===== config.mk =====
export PLATFORM = sky130hd
export DESIGN_NAME = bp_rx_ser
export DESIGN_NICKNAME = d
export VERILOG_FILES = /design/src/rtl/bp_rx_pkg.sv /design/src/rtl/bp_edge_sync.sv /design/src/rtl/bp_frame_timer.sv /design/src/rtl/bp_bit_serializer.sv /design/src/rtl/bp_rx_ser.sv
export SDC_FILE = /design/constraint.sdc
export NUM_CORES = 1
export LEC_CHECK = 0
export ABC_AREA = 1
export BUFFER_PORTS_ARGS = -buffer_cell sky130_fd_sc_hd__buf_2
export CAP_MARGIN = 20
export CORE_ASPECT_RATIO = 2
export CORE_MARGIN = 10
export CORE_UTILIZATION = 58
export DETAILED_ROUTE_END_ITERATION = 12
export HOLD_SLACK_MARGIN = 0.03
export MAX_ROUTING_LAYER = met4
export PLACE_DENSITY_LB_ADDON = 0.2
export SYNTH_ARGS = -nofsm -noshare
export SYNTH_HDL_FRONTEND = slang
export SYNTH_SLANG_ARGS = --single-unit

===== constraint.sdc =====
create_clock -name clk -period 15.6 [get_ports clk]
set_input_delay 4.68 -clock clk [delete_from_list [all_inputs] [get_ports clk]]
set_output_delay 4.68 -clock clk [all_outputs]
set_load 0.01 [all_outputs]

===== src/rtl/bp_rx_pkg.sv =====
package bp_rx_pkg;
   typedef struct packed {
      logic rise;
      logic fall;
   } strobe_t;

   function automatic logic pick_edge(input strobe_t s, input logic use_fall);
      return use_fall ? s.fall : s.rise;
   endfunction
endpackage


===== src/rtl/bp_edge_sync.sv =====
module bp_edge_sync #(
   parameter int STAGES = 2
) (
   input  logic                clk,
   input  logic                rst_n,
   input  logic                bp_clk,
   input  logic                bp_fp,
   output bp_rx_pkg::strobe_t  stb,
   output logic                fp_lvl
);
   localparam int MSB = STAGES - 1;

   if (STAGES < 2) begin : g_bad_stages
      $error("bp_edge_sync: STAGES must be at least 2");
   end

   logic [MSB:0]    clk_sh;
   logic [MSB:0]    fp_sh;
   logic            clk_prev;
   logic [STAGES:0] prime_sh;

   always_ff @(posedge clk or negedge rst_n) begin
      if (!rst_n) begin
         clk_sh   <= '0;
         fp_sh    <= '0;
         clk_prev <= 1'b0;
         prime_sh <= '0;
      end else begin
         clk_sh   <= {clk_sh[MSB-1:0], bp_clk};
         fp_sh    <= {fp_sh[MSB-1:0], bp_fp};
         clk_prev <= clk_sh[MSB];
         prime_sh <= {prime_sh[STAGES-1:0], 1'b1};
      end
   end

   always_comb begin
      stb.rise = prime_sh[STAGES] &  clk_sh[MSB] & ~clk_prev;
      stb.fall = prime_sh[STAGES] & ~clk_sh[MSB] &  clk_prev;
   end
   assign fp_lvl = fp_sh[MSB];
endmodule


===== src/rtl/bp_frame_timer.sv =====
module bp_frame_timer #(
   parameter int FRAME_W = 8
) (
   input  logic               clk,
   input  logic               rst_n,
   input  logic               fp_stb,
   input  logic               fp_act,
   input  logic               rate_2x,
   input  logic               err_clear,
   output logic               tick,
   output logic [FRAME_W-1:0] cur_pos,
   output logic [FRAME_W-1:0] pos_q,
   output logic               fp_ph,
   output logic               locked,
   output logic               locked_now,
   output logic               err_set,
   output logic               err_flag
);
   logic [FRAME_W-1:0] bitcnt;
   logic               first_edge;
   logic               pulse_tick;

   always_comb begin
      first_edge = ~rate_2x | ~fp_ph | (~locked & fp_act);
      tick       = fp_stb & first_edge;
      pulse_tick = tick & fp_act;
      cur_pos    = pulse_tick ? '0 : bitcnt;
      err_set    = pulse_tick & locked & (bitcnt != '0);
      locked_now = locked | pulse_tick;
   end

   always_ff @(posedge clk or negedge rst_n) begin
      if (!rst_n) begin
         bitcnt   <= '0;
         pos_q    <= '0;
         fp_ph    <= 1'b0;
         locked   <= 1'b0;
         err_flag <= 1'b0;
      end else begin
         if (tick) begin
            bitcnt <= cur_pos + 1'b1;
            pos_q  <= cur_pos;
         end
         if (fp_stb) fp_ph <= rate_2x & first_edge;
         if (pulse_tick) locked <= 1'b1;
         err_flag <= err_set | (err_flag & ~err_clear);
      end
   end
endmodule


===== src/rtl/bp_bit_serializer.sv =====
module bp_bit_serializer #(
   parameter int TS_W   = 5,
   parameter int BIT_W  = 3,
   parameter int SIG_W  = 4
) (
   input  logic                   clk,
   input  logic                   rst_n,
   input  logic                   dat_stb,
   input  logic                   same_edge,
   input  logic                   rate_2x,
   input  logic                   late_half,
   input  logic                   tick,
   input  logic                   fp_ph,
   input  logic                   locked_now,
   input  logic [TS_W+BIT_W-1:0]  cur_pos,
   input  logic [TS_W+BIT_W-1:0]  pos_q,
   input  logic [TS_W+BIT_W-1:0]  offset,
   output logic [TS_W-1:0]        rd_ts,
   input  logic [(1<<BIT_W)-1:0]  rd_data,
   input  logic [SIG_W-1:0]       rd_sig,
   output logic                   launch,
   output logic                   sd,
   output logic                   sg
);
   localparam int FRAME_W = TS_W + BIT_W;
   localparam int NBITS   = 1 << BIT_W;
   localparam int SIG_LO  = NBITS - SIG_W;

   if (SIG_W > NBITS || SIG_W < 1) begin : g_bad_sig
      $error("bp_bit_serializer: SIG_W must be 1..bits per timeslot");
   end

   logic [FRAME_W-1:0] pos_now;
   logic [FRAME_W-1:0] kbit;
   logic [BIT_W-1:0]   bidx;
   logic [BIT_W-1:0]   sel;
   logic               half_ok;
   logic               sig_bit;

   always_comb begin
      if (same_edge) half_ok = tick ? ~late_half : late_half;
      else           half_ok = fp_ph ^ late_half;
      launch  = dat_stb & (~rate_2x | half_ok);
      pos_now = tick ? cur_pos : pos_q;
      kbit    = pos_now - offset;
      bidx    = kbit[BIT_W-1:0];
      sel     = BIT_W'(NBITS - 1) - bidx;
      rd_ts   = kbit[FRAME_W-1:BIT_W];
   end

   if (SIG_W == NBITS) begin : g_sig_full
      assign sig_bit = rd_sig[sel];
   end else begin : g_sig_window
      logic [SIG_W-1:0] sig_ext;
      assign sig_ext = rd_sig;
      assign sig_bit = (int'(bidx) >= SIG_LO) ? sig_ext[sel[$clog2(SIG_W+1)-1:0]] : 1'b1;
   end

   always_ff @(posedge clk or negedge rst_n) begin
      if (!rst_n) begin
         sd <= 1'b1;
         sg <= 1'b1;
      end else if (launch) begin
         sd <= locked_now ? rd_data[sel] : 1'b1;
         sg <= locked_now ? sig_bit : 1'b1;
      end
   end
endmodule


===== src/rtl/bp_rx_ser.sv =====
module bp_rx_ser #(
   parameter int TS_PER_FRAME = 32,
   parameter int BITS_PER_TS  = 8,
   parameter int SIG_W        = 4,
   parameter int SYNC_STAGES  = 2,
   localparam int TS_W        = $clog2(TS_PER_FRAME),
   localparam int BIT_W       = $clog2(BITS_PER_TS)
) (
   input  logic                   clk,
   input  logic                   rst_n,
   input  logic                   bp_clk,
   input  logic                   bp_fp,
   input  logic                   cfg_fp_fall,
   input  logic                   cfg_dat_fall,
   input  logic                   cfg_rate_2x,
   input  logic                   cfg_late_half,
   input  logic                   cfg_fp_low,
   input  logic [TS_W-1:0]        cfg_ts_ofs,
   input  logic [BIT_W-1:0]       cfg_bit_ofs,
   input  logic                   cfg_hiz,
   input  logic                   cfg_irq_en,
   input  logic                   err_clear,
   output logic [TS_W-1:0]        rd_ts,
   input  logic [BITS_PER_TS-1:0] rd_data,
   input  logic [SIG_W-1:0]       rd_sig,
   output logic                   ser_data,
   output logic                   ser_data_oe,
   output logic                   ser_sig,
   output logic                   ser_sig_oe,
   output logic                   err_flag,
   output logic                   irq
);
   import bp_rx_pkg::*;
   localparam int FRAME_W = TS_W + BIT_W;

   if ((1 << TS_W) != TS_PER_FRAME || (1 << BIT_W) != BITS_PER_TS) begin : g_bad_geom
      $error("bp_rx_ser: frame geometry must be powers of two");
   end

   strobe_t            stb;
   logic               fp_lvl;
   logic               fp_stb;
   logic               dat_stb;
   logic               fp_act;
   logic               tick;
   logic [FRAME_W-1:0] cur_pos;
   logic [FRAME_W-1:0] pos_q;
   logic               fp_ph;
   logic               locked;
   logic               locked_now;
   logic               err_set;
   logic               launch;

   bp_edge_sync #(.STAGES(SYNC_STAGES)) u_sync (
      .clk(clk), .rst_n(rst_n), .bp_clk(bp_clk), .bp_fp(bp_fp),
      .stb(stb), .fp_lvl(fp_lvl)
   );

   assign fp_stb  = pick_edge(stb, cfg_fp_fall);
   assign dat_stb = pick_edge(stb, cfg_dat_fall);
   assign fp_act  = fp_lvl ^ cfg_fp_low;

   bp_frame_timer #(.FRAME_W(FRAME_W)) u_timer (
      .clk(clk), .rst_n(rst_n), .fp_stb(fp_stb), .fp_act(fp_act),
      .rate_2x(cfg_rate_2x), .err_clear(err_clear), .tick(tick),
      .cur_pos(cur_pos), .pos_q(pos_q), .fp_ph(fp_ph), .locked(locked),
      .locked_now(locked_now), .err_set(err_set), .err_flag(err_flag)
   );

   bp_bit_serializer #(.TS_W(TS_W), .BIT_W(BIT_W), .SIG_W(SIG_W)) u_ser (
      .clk(clk), .rst_n(rst_n), .dat_stb(dat_stb),
      .same_edge(cfg_fp_fall == cfg_dat_fall), .rate_2x(cfg_rate_2x),
      .late_half(cfg_late_half), .tick(tick), .fp_ph(fp_ph),
      .locked_now(locked_now), .cur_pos(cur_pos), .pos_q(pos_q),
      .offset({cfg_ts_ofs, cfg_bit_ofs}), .rd_ts(rd_ts), .rd_data(rd_data),
      .rd_sig(rd_sig), .launch(launch), .sd(ser_data), .sg(ser_sig)
   );

   assign ser_data_oe = ~cfg_hiz;
   assign ser_sig_oe  = ~cfg_hiz;
   assign irq         = err_flag & cfg_irq_en;
endmodule


==> impl_results.md, run 1 <==
- Starting DRT DRC Count: 11
- Syn avg cell area: 8.40 µm²
- Maximum fanout along the worst path: 12
- Area delta synth->final: 16.6%
- Startpoint Class: input port
- Remaining global-route overflow: 0
- Final Max Slew Viols: 0
- Post-synth EDFFs: 0
- Critical Path Max Stage Delay: 0.41 ns
- Register area share after synthesis: 39.2%
- Mapped Area: 1860 µm²
- FF-to-FF Start: u_sync.prime_sh[2]$_DFF_PN0_
- Crit path arrival time: 7.12 ns
- Gate Count Post-Synth: 221
- Largest area contributor in the netlist: dfrtp_1
- Initial antenna violation count: 0
- YS warnings: 0
- Setup TNS: 0 ns
- Crit path time final: 11.80 ns
- Unrepaired setup endpoints after global routing: false
- Fraction of registers with async set/reset: 100%
- DRC violations left: 0
- Top FF cell, synth: dfrtp_1
- Vias in the first global route: 1573
- Crit path top cell by count: nor2_1
- Final worst setup slack: 3.80 ns
- Slowest-stage cell, CP: fa_1
- Total number of vias: 1509
- Largest net degree at the start of global routing: 30
- Buf+Inv Stages, Crit Path: 5
- Critical path class: in -> out
- GRT Total Usage: 13.8%
- Root Buffer: clkbuf_8
- Wire length per cell: 12.2 µm
- Final GP Congestion: 0.796
- Post-CTS Setup Inserts: 0
- PwrDens: 111 nW/µm²
- Worst path required time: 10.92 ns
- VDD IR max: 76.3 µV
- Area share of the largest cell type after synthesis: 36.4%
- Port buffer count: 42
- Overall routed net length: 3650 µm
- First-pass GRT wire length: 6510 µm
- Post-synthesis cell type count: 37
- Chip Height: 100 µm
- Row cnt: 29
- Clock Latency Late Sink: 0.27 ns
- Via density per instance: 5.05
- Worst-path cell chain: buf_2, inv_1, nand2_1, nand3_1, nand2_4, nand3_4, nand2_2, inv_2, nor2_2, nor2_1, inv_2, ha_1, fa_1, o21ai_0, a21oi_1, nor2_1, nor2_1, xor2_1, buf_2
- Pwr Total: 0.241 mW
- HP Class: reg -> reg
- Full die area: 6000 µm²
- Detail Route Antenna Nets: 0
- CTS Buf Count: 5
- Clk_skew: 0.00659 ns
- CTS tree: yes
- Ant. Diodes: 0
- CTS resizes: 0
- Clk buf depth: 2
- Core area: 3120 µm²
- # IOs: 43
- Final Instance Area: 2160 µm²
- Post-synthesis sequential element count: 29
- Status: finished clean
- Worst slack, placed: 3.77 ns
- CTS Hold Bufs: 0
- Max-cap viol count: 0
- Layout cells sized above 1: 29.1%
- Pre-Repair DR Iteration Count: 4
- # fillers: 263
- Hold path startpoint: u_sync.prime_sh[0]$_DFF_PN0_
- Area contributors post-synth: dfrtp_1 (36%), nand2_1 (9.3%), inv_1 (5.7%)
- Chip Width: 60.0 µm
- Starting density of the core: 59.5%
- Worst-path clk slew: 0.05 ns
- Hold_ws: 0.347 ns
- Cell Area, Placed: 2070 µm²
- Leak pwr: 1.18 nW
- Critical path endpoint category: output port
- Period utilization: 75.6%
- Synth Net Count: 262
- Sinks on Clock Net: 29
- Final Setup Violations: 0
- FMAX: 84.7 MHz
- HPWL Detailed: 3140 µm
- CP top delay family: simple AND/OR/NAND/NOR gates
- Final Hold Fails: 0
- Critical Path Start: cfg_fp_low
- Worst-margin pin slew: 0.621 ns
- H-Tree Level Count: 2
- # nets final: 308
- Relative slew margins: 58.6%
[final timing paths]
check                           cells past startpoint  slack [ns]                            to
worst max-delay path                               19        3.80                      rd_ts[3]
worst min-delay path                                0        0.35  u_sync.prime_sh[1]$_DFF_PN0_
worst max register to register                     20       12.83          u_ser.sd$_DFFE_PN1P_
worst min register to register                      0        0.35  u_sync.prime_sh[1]$_DFF_PN0_
max in group asynchronous                           1       10.77    u_timer.pos_q[7]$_DFF_PN0_
min in group asynchronous                           1        4.42     u_sync.fp_sh[1]$_DFF_PN0_
[cell usage in the layout, fill, tap and decap left out, types with 6 or more instances in the layout]
cell	n
ha_1	8
buf_2	42
inv_1	28
clkbuf_8	6
xor2_1	6
a21oi_1	6
nand3_1	14
nand2_1	46
dfrtp_1	27
nor2_1	18
nand2_4	6
o21ai_0	13
inv_2	6
[state kept, by name, indices dropped and copies added (netlist names)]
register          flops
u_sync.clk_sh         2
u_ser.sd              1
u_timer.locked        1
u_timer.err_flag      1
u_timer.fp_ph         1
u_sync.clk_prev       1
u_sync.prime_sh       3
u_ser.sg              1
u_timer.bitcnt        8
u_sync.fp_sh          2
u_timer.pos_q         8
[synth_stat cells (2+ instances only)]
cell type and count:
nor2_2 3, nand3_1 14, inv_2 6, dfstp_2 2, a21oi_1 6, inv_1 28
nand2_2 5, nor2_1 18, nor2_4 2, nand2_4 6, o21ai_0 13, nand4_1 5
ha_1 8, dfrtp_1 27, xnor2_1 4, o22ai_1 2, xor2_1 6, nand2_1 46
nand3_4 2
[layout make-up]
cell class                      count  area [µm²]  area share [%]
Clock buffer                        8        90.1            4.16
Multi-Input combinational cell    154         952            44.0
Sequential cell                    29         728            33.7
Timing Repair Buffer               42         210            9.72
Tap cell                           31        38.8            1.79
Inverter                           35         144            6.65
[metrics by stage]
stage,utilization [%],std cells
finish,69.3,299
global route,69.3,299
CTS,69.3,299
detailed placement,66.4,291
global placement,66.4,291
floorplan,-,221
[kinds of logic after synthesis]
group / share of synthesized area [%]
DFF: 39.2
AOI/OAI and AO/OA: 8.29
adders and majority gates: 6.47
and+or+nand+nor: 31.6
xor gates and xnor gates: 4.72
buffers and inverters: 9.44
other: 0.202
[per-layer routing]
| layer | vias to the layer above | track usage (%) | share of wire [%] | wire, µm |
|---|---|---|---|---|
| li1 | 792 | - | - | - |
| met1 | 673 | 13.8 | 39 | 1430 |
| met2 | 38 | 23.9 | 54 | 1960 |
| met3 | 6 | 4.05 | 5.3 | 194 |
| met4 | 0 | 5.21 | 1.6 | 58 |
| met5 | - | - | 0 | 0 |
[power breakdown]
| group | switching [mW] | leakage, nW | total [mW] | internal, mW |
|---|---|---|---|---|
| clock network | 0.0247 | 0.0455 | 0.0605 | 0.0358 |
| logic | 0.0503 | 0.768 | 0.0850 | 0.0348 |
| registers | 0.00780 | 0.365 | 0.0954 | 0.0876 |
(Power assumes the default switching activity.)
==> inputs of run 2 (changes only) <==
--- a/config.mk
+++ b/config.mk
@@ -10,7 +10,7 @@
 export CAP_MARGIN = 20
 export CORE_ASPECT_RATIO = 2
 export CORE_MARGIN = 10
-export CORE_UTILIZATION = 58
+export CORE_UTILIZATION = 48
 export DETAILED_ROUTE_END_ITERATION = 12
 export HOLD_SLACK_MARGIN = 0.03
 export MAX_ROUTING_LAYER = met4
==> constraint.sdc (replaced) <==
create_clock -name clk -period 10.5 [get_ports clk]
set_input_delay 3.15 -clock clk [delete_from_list [all_inputs] [get_ports clk]]
set_output_delay 3.15 -clock clk [all_outputs]
set_load 0.01 [all_outputs]
==> run 2 against run 1 <==
Against the previous run: non-clock buffer count unchanged; sequential power rose by 49%; clock skew about the same; clock power is 63% higher; combinational power grew 49%; cell area increased by 1.7%; hold slack better by 0.0033 ns; die area rose by 15%; critical endpoint unchanged.
==> impl_results.md, run 2 (synthesis gave the netlist of run 1 again) <==
- Unrepaired setup endpoints after global routing: false (unchanged)
- Wire length per cell: 12.0 µm (was 12.2 µm)
- Total number of vias: 1535 (was 1509)
- Vias in the first global route: 1665 (was 1573)
- Critical path endpoint category: output port (unchanged)
- Largest net degree at the start of global routing: 30 (unchanged)
- HP Class: reg -> reg (unchanged)
- Period utilization: 83.2%
- First-pass GRT wire length: 7000 µm (was 6510 µm)
- Final Hold Fails: 0 (unchanged)
- FMAX: 114 MHz
- Setup TNS: 0 ns (unchanged)
- H-Tree Level Count: 2 (unchanged)
- CTS tree: yes (unchanged)
- Pre-Repair DR Iteration Count: 6 (was 4)
- Clk buf depth: 2 (unchanged)
- Most common cell after layout, fill and taps aside: nand2_1 (unchanged)
- Remaining global-route overflow: 0 (unchanged)
- Worst-path clk slew: 0.06 ns (was 0.05 ns)
- Critical path class: in -> out (unchanged)
- # fillers: 365 (was 263)
- Crit path arrival time: 5.59 ns (was 7.12 ns)
- Highest-count cells in the layout ignoring fill and taps: nand2_1 (46), buf_2 (42), inv_1 (28), dfrtp_1 (27), nor2_1 (18) (unchanged)
- Clock Latency Late Sink: 0.28 ns (was 0.27 ns)
- Status: finished clean (unchanged)
- # nets final: 308 (unchanged)
- PwrDens: 167 nW/µm² (was 111 nW/µm²)
- Core area: 3800 µm² (was 3120 µm²)
- Maximum fanout along the worst path: 12 (unchanged)
- CTS Buf Count: 5 (unchanged)
- # IOs: 43 (unchanged)
- Port buffer count: 42 (unchanged)
- Via density per instance: 4.81 (was 5.05)
- Post-CTS Setup Inserts: 0 (unchanged)
- VDD IR max: 137 µV (was 76.3 µV)
- Overall routed net length: 3840 µm (was 3650 µm)
- HPWL Detailed: 3270 µm (was 3140 µm)
- Full die area: 6900 µm² (was 6000 µm²)
- Layout cells sized above 1: 29.9% (was 29.1%)
- Final Max Slew Viols: 0 (unchanged)
- Root Buffer: clkbuf_8 (unchanged)
- GRT Total Usage: 12.9% (was 13.8%)
- Chip Width: 64.0 µm (was 60.0 µm)
- CTS resizes: 0 (unchanged)
- Ant. Diodes: 0 (unchanged)
- Final Setup Violations: 0 (unchanged)
- Register Area: 728 µm² (unchanged)
- Row cnt: 32 (was 29)
- Starting DRT DRC Count: 30 (was 11)
- Crit path time final: 8.74 ns
- Fin util: 57.8% (was 69.3%)
- Sinks on Clock Net: 29 (unchanged)
- Leak pwr: 1.19 nW (was 1.18 nW)
- Starting density of the core: 48.8% (was 59.5%)
- Worst-margin pin slew: 0.638 ns (was 0.621 ns)
- Clk_skew: 0.00609 ns (was 0.00659 ns)
- Final GP Congestion: 0.836 (was 0.796)
- DRC violations left: 0 (unchanged)
- Largest regs: u_timer.bitcnt (8), u_timer.pos_q (8), u_sync.prime_sh (3) (unchanged)
- Worst path required time: 7.35 ns (was 10.92 ns)
- Area delta synth->final: 18.5% (was 16.6%)
- Chip Height: 108 µm (was 100 µm)
- Initial antenna violation count: 0 (unchanged)
- Max-cap viol count: 0 (unchanged)
- Area occupied by multi-input gates: 952 µm² (unchanged)
- Detail Route Antenna Nets: 0 (unchanged)
- Relative slew margins: 57.5% (was 58.6%)
- Startpoint Class: input port (unchanged)
- CTS Hold Bufs: 0 (unchanged)
-- run 2: cell type report --
cell class                      instances  share of cell area [%]
Sequential cell                        29                    33.1
Tap cell                               51                    2.90
Multi-Input combinational cell        154                    43.3
Clock inverter                          1                   0.228
Inverter                               35                    6.54
Clock buffer                            7                    4.38
Timing Repair Buffer                   42                    9.56
-- run 2: layer usage --
layer	track usage (%)	vias up	share of wire (%)
met3	3.52	6	3.7
met5	-	-	0
met2	23.8	36	57
met4	5.19	0	1.1
met1	11.9	697	38
li1	-	796	-
-- run 2: power breakdown --
group | internal (mW) | leakage [nW] | switching (mW) | total [mW]
clock network | 0.0591 | 0.0542 | 0.0399 | 0.0989
registers | 0.130 | 0.365 | 0.0119 | 0.142
logic | 0.0517 | 0.768 | 0.0752 | 0.127
-- run 2: path summary, 6_finish.rpt --
path | start | end | slack [ns] | cells past startpoint
hold / removal | u_sync.prime_sh[1]$_DFF_PN0_ | u_sync.prime_sh[2]$_DFF_PN0_ | 0.35 | 0
setup / recovery | cfg_fp_low | rd_ts[3] | 1.76 | 19
setup reg to reg | u_sync.clk_sh[1]$_DFF_PN0_ | u_ser.sd$_DFFE_PN1P_ | 7.70 | 18
max in group asynchronous | rst_n | u_timer.pos_q[6]$_DFF_PN0_ | 7.19 | 1
min in group asynchronous | rst_n | u_sync.fp_sh[1]$_DFF_PN0_ | 2.88 | 1
hold reg to reg | u_sync.prime_sh[1]$_DFF_PN0_ | u_sync.prime_sh[2]$_DFF_PN0_ | 0.35 | 0
-- run 2: per-stage QoR --
step / power (mW) / hold WS (ns) / setup WS (ns) / cell area [µm²] / std cells
finish: 0.368 / 0.350 / 1.76 / 2200 / 319
global route: 0.398 / 0.372 / 1.48 / 2200 / 319
CTS: 0.375 / 0.353 / 1.72 / 2200 / 319
detailed placement: 0.274 / 0.339 / 1.73 / 2100 / 311
global placement: 0.272 / 0.335 / 1.77 / 2100 / 311
floorplan: 0.235 / 0.331 / 2.08 / 1860 / 221
-- run 2: worst max-delay path, cell delays in order --
cell     delay, ns
buf_2         0.10
inv_1         0.04
nand2_1       0.06
nand3_1       0.11
nand2_4       0.10
nand3_4       0.20
nand2_2       0.08
inv_2         0.08
nor2_2        0.03
nor2_1        0.14
inv_2         0.04
ha_1          0.21
fa_1          0.40
o21ai_0       0.30
a21oi_1       0.11
nor2_1        0.10
nor2_1        0.05
xor2_1        0.13
buf_2         0.14
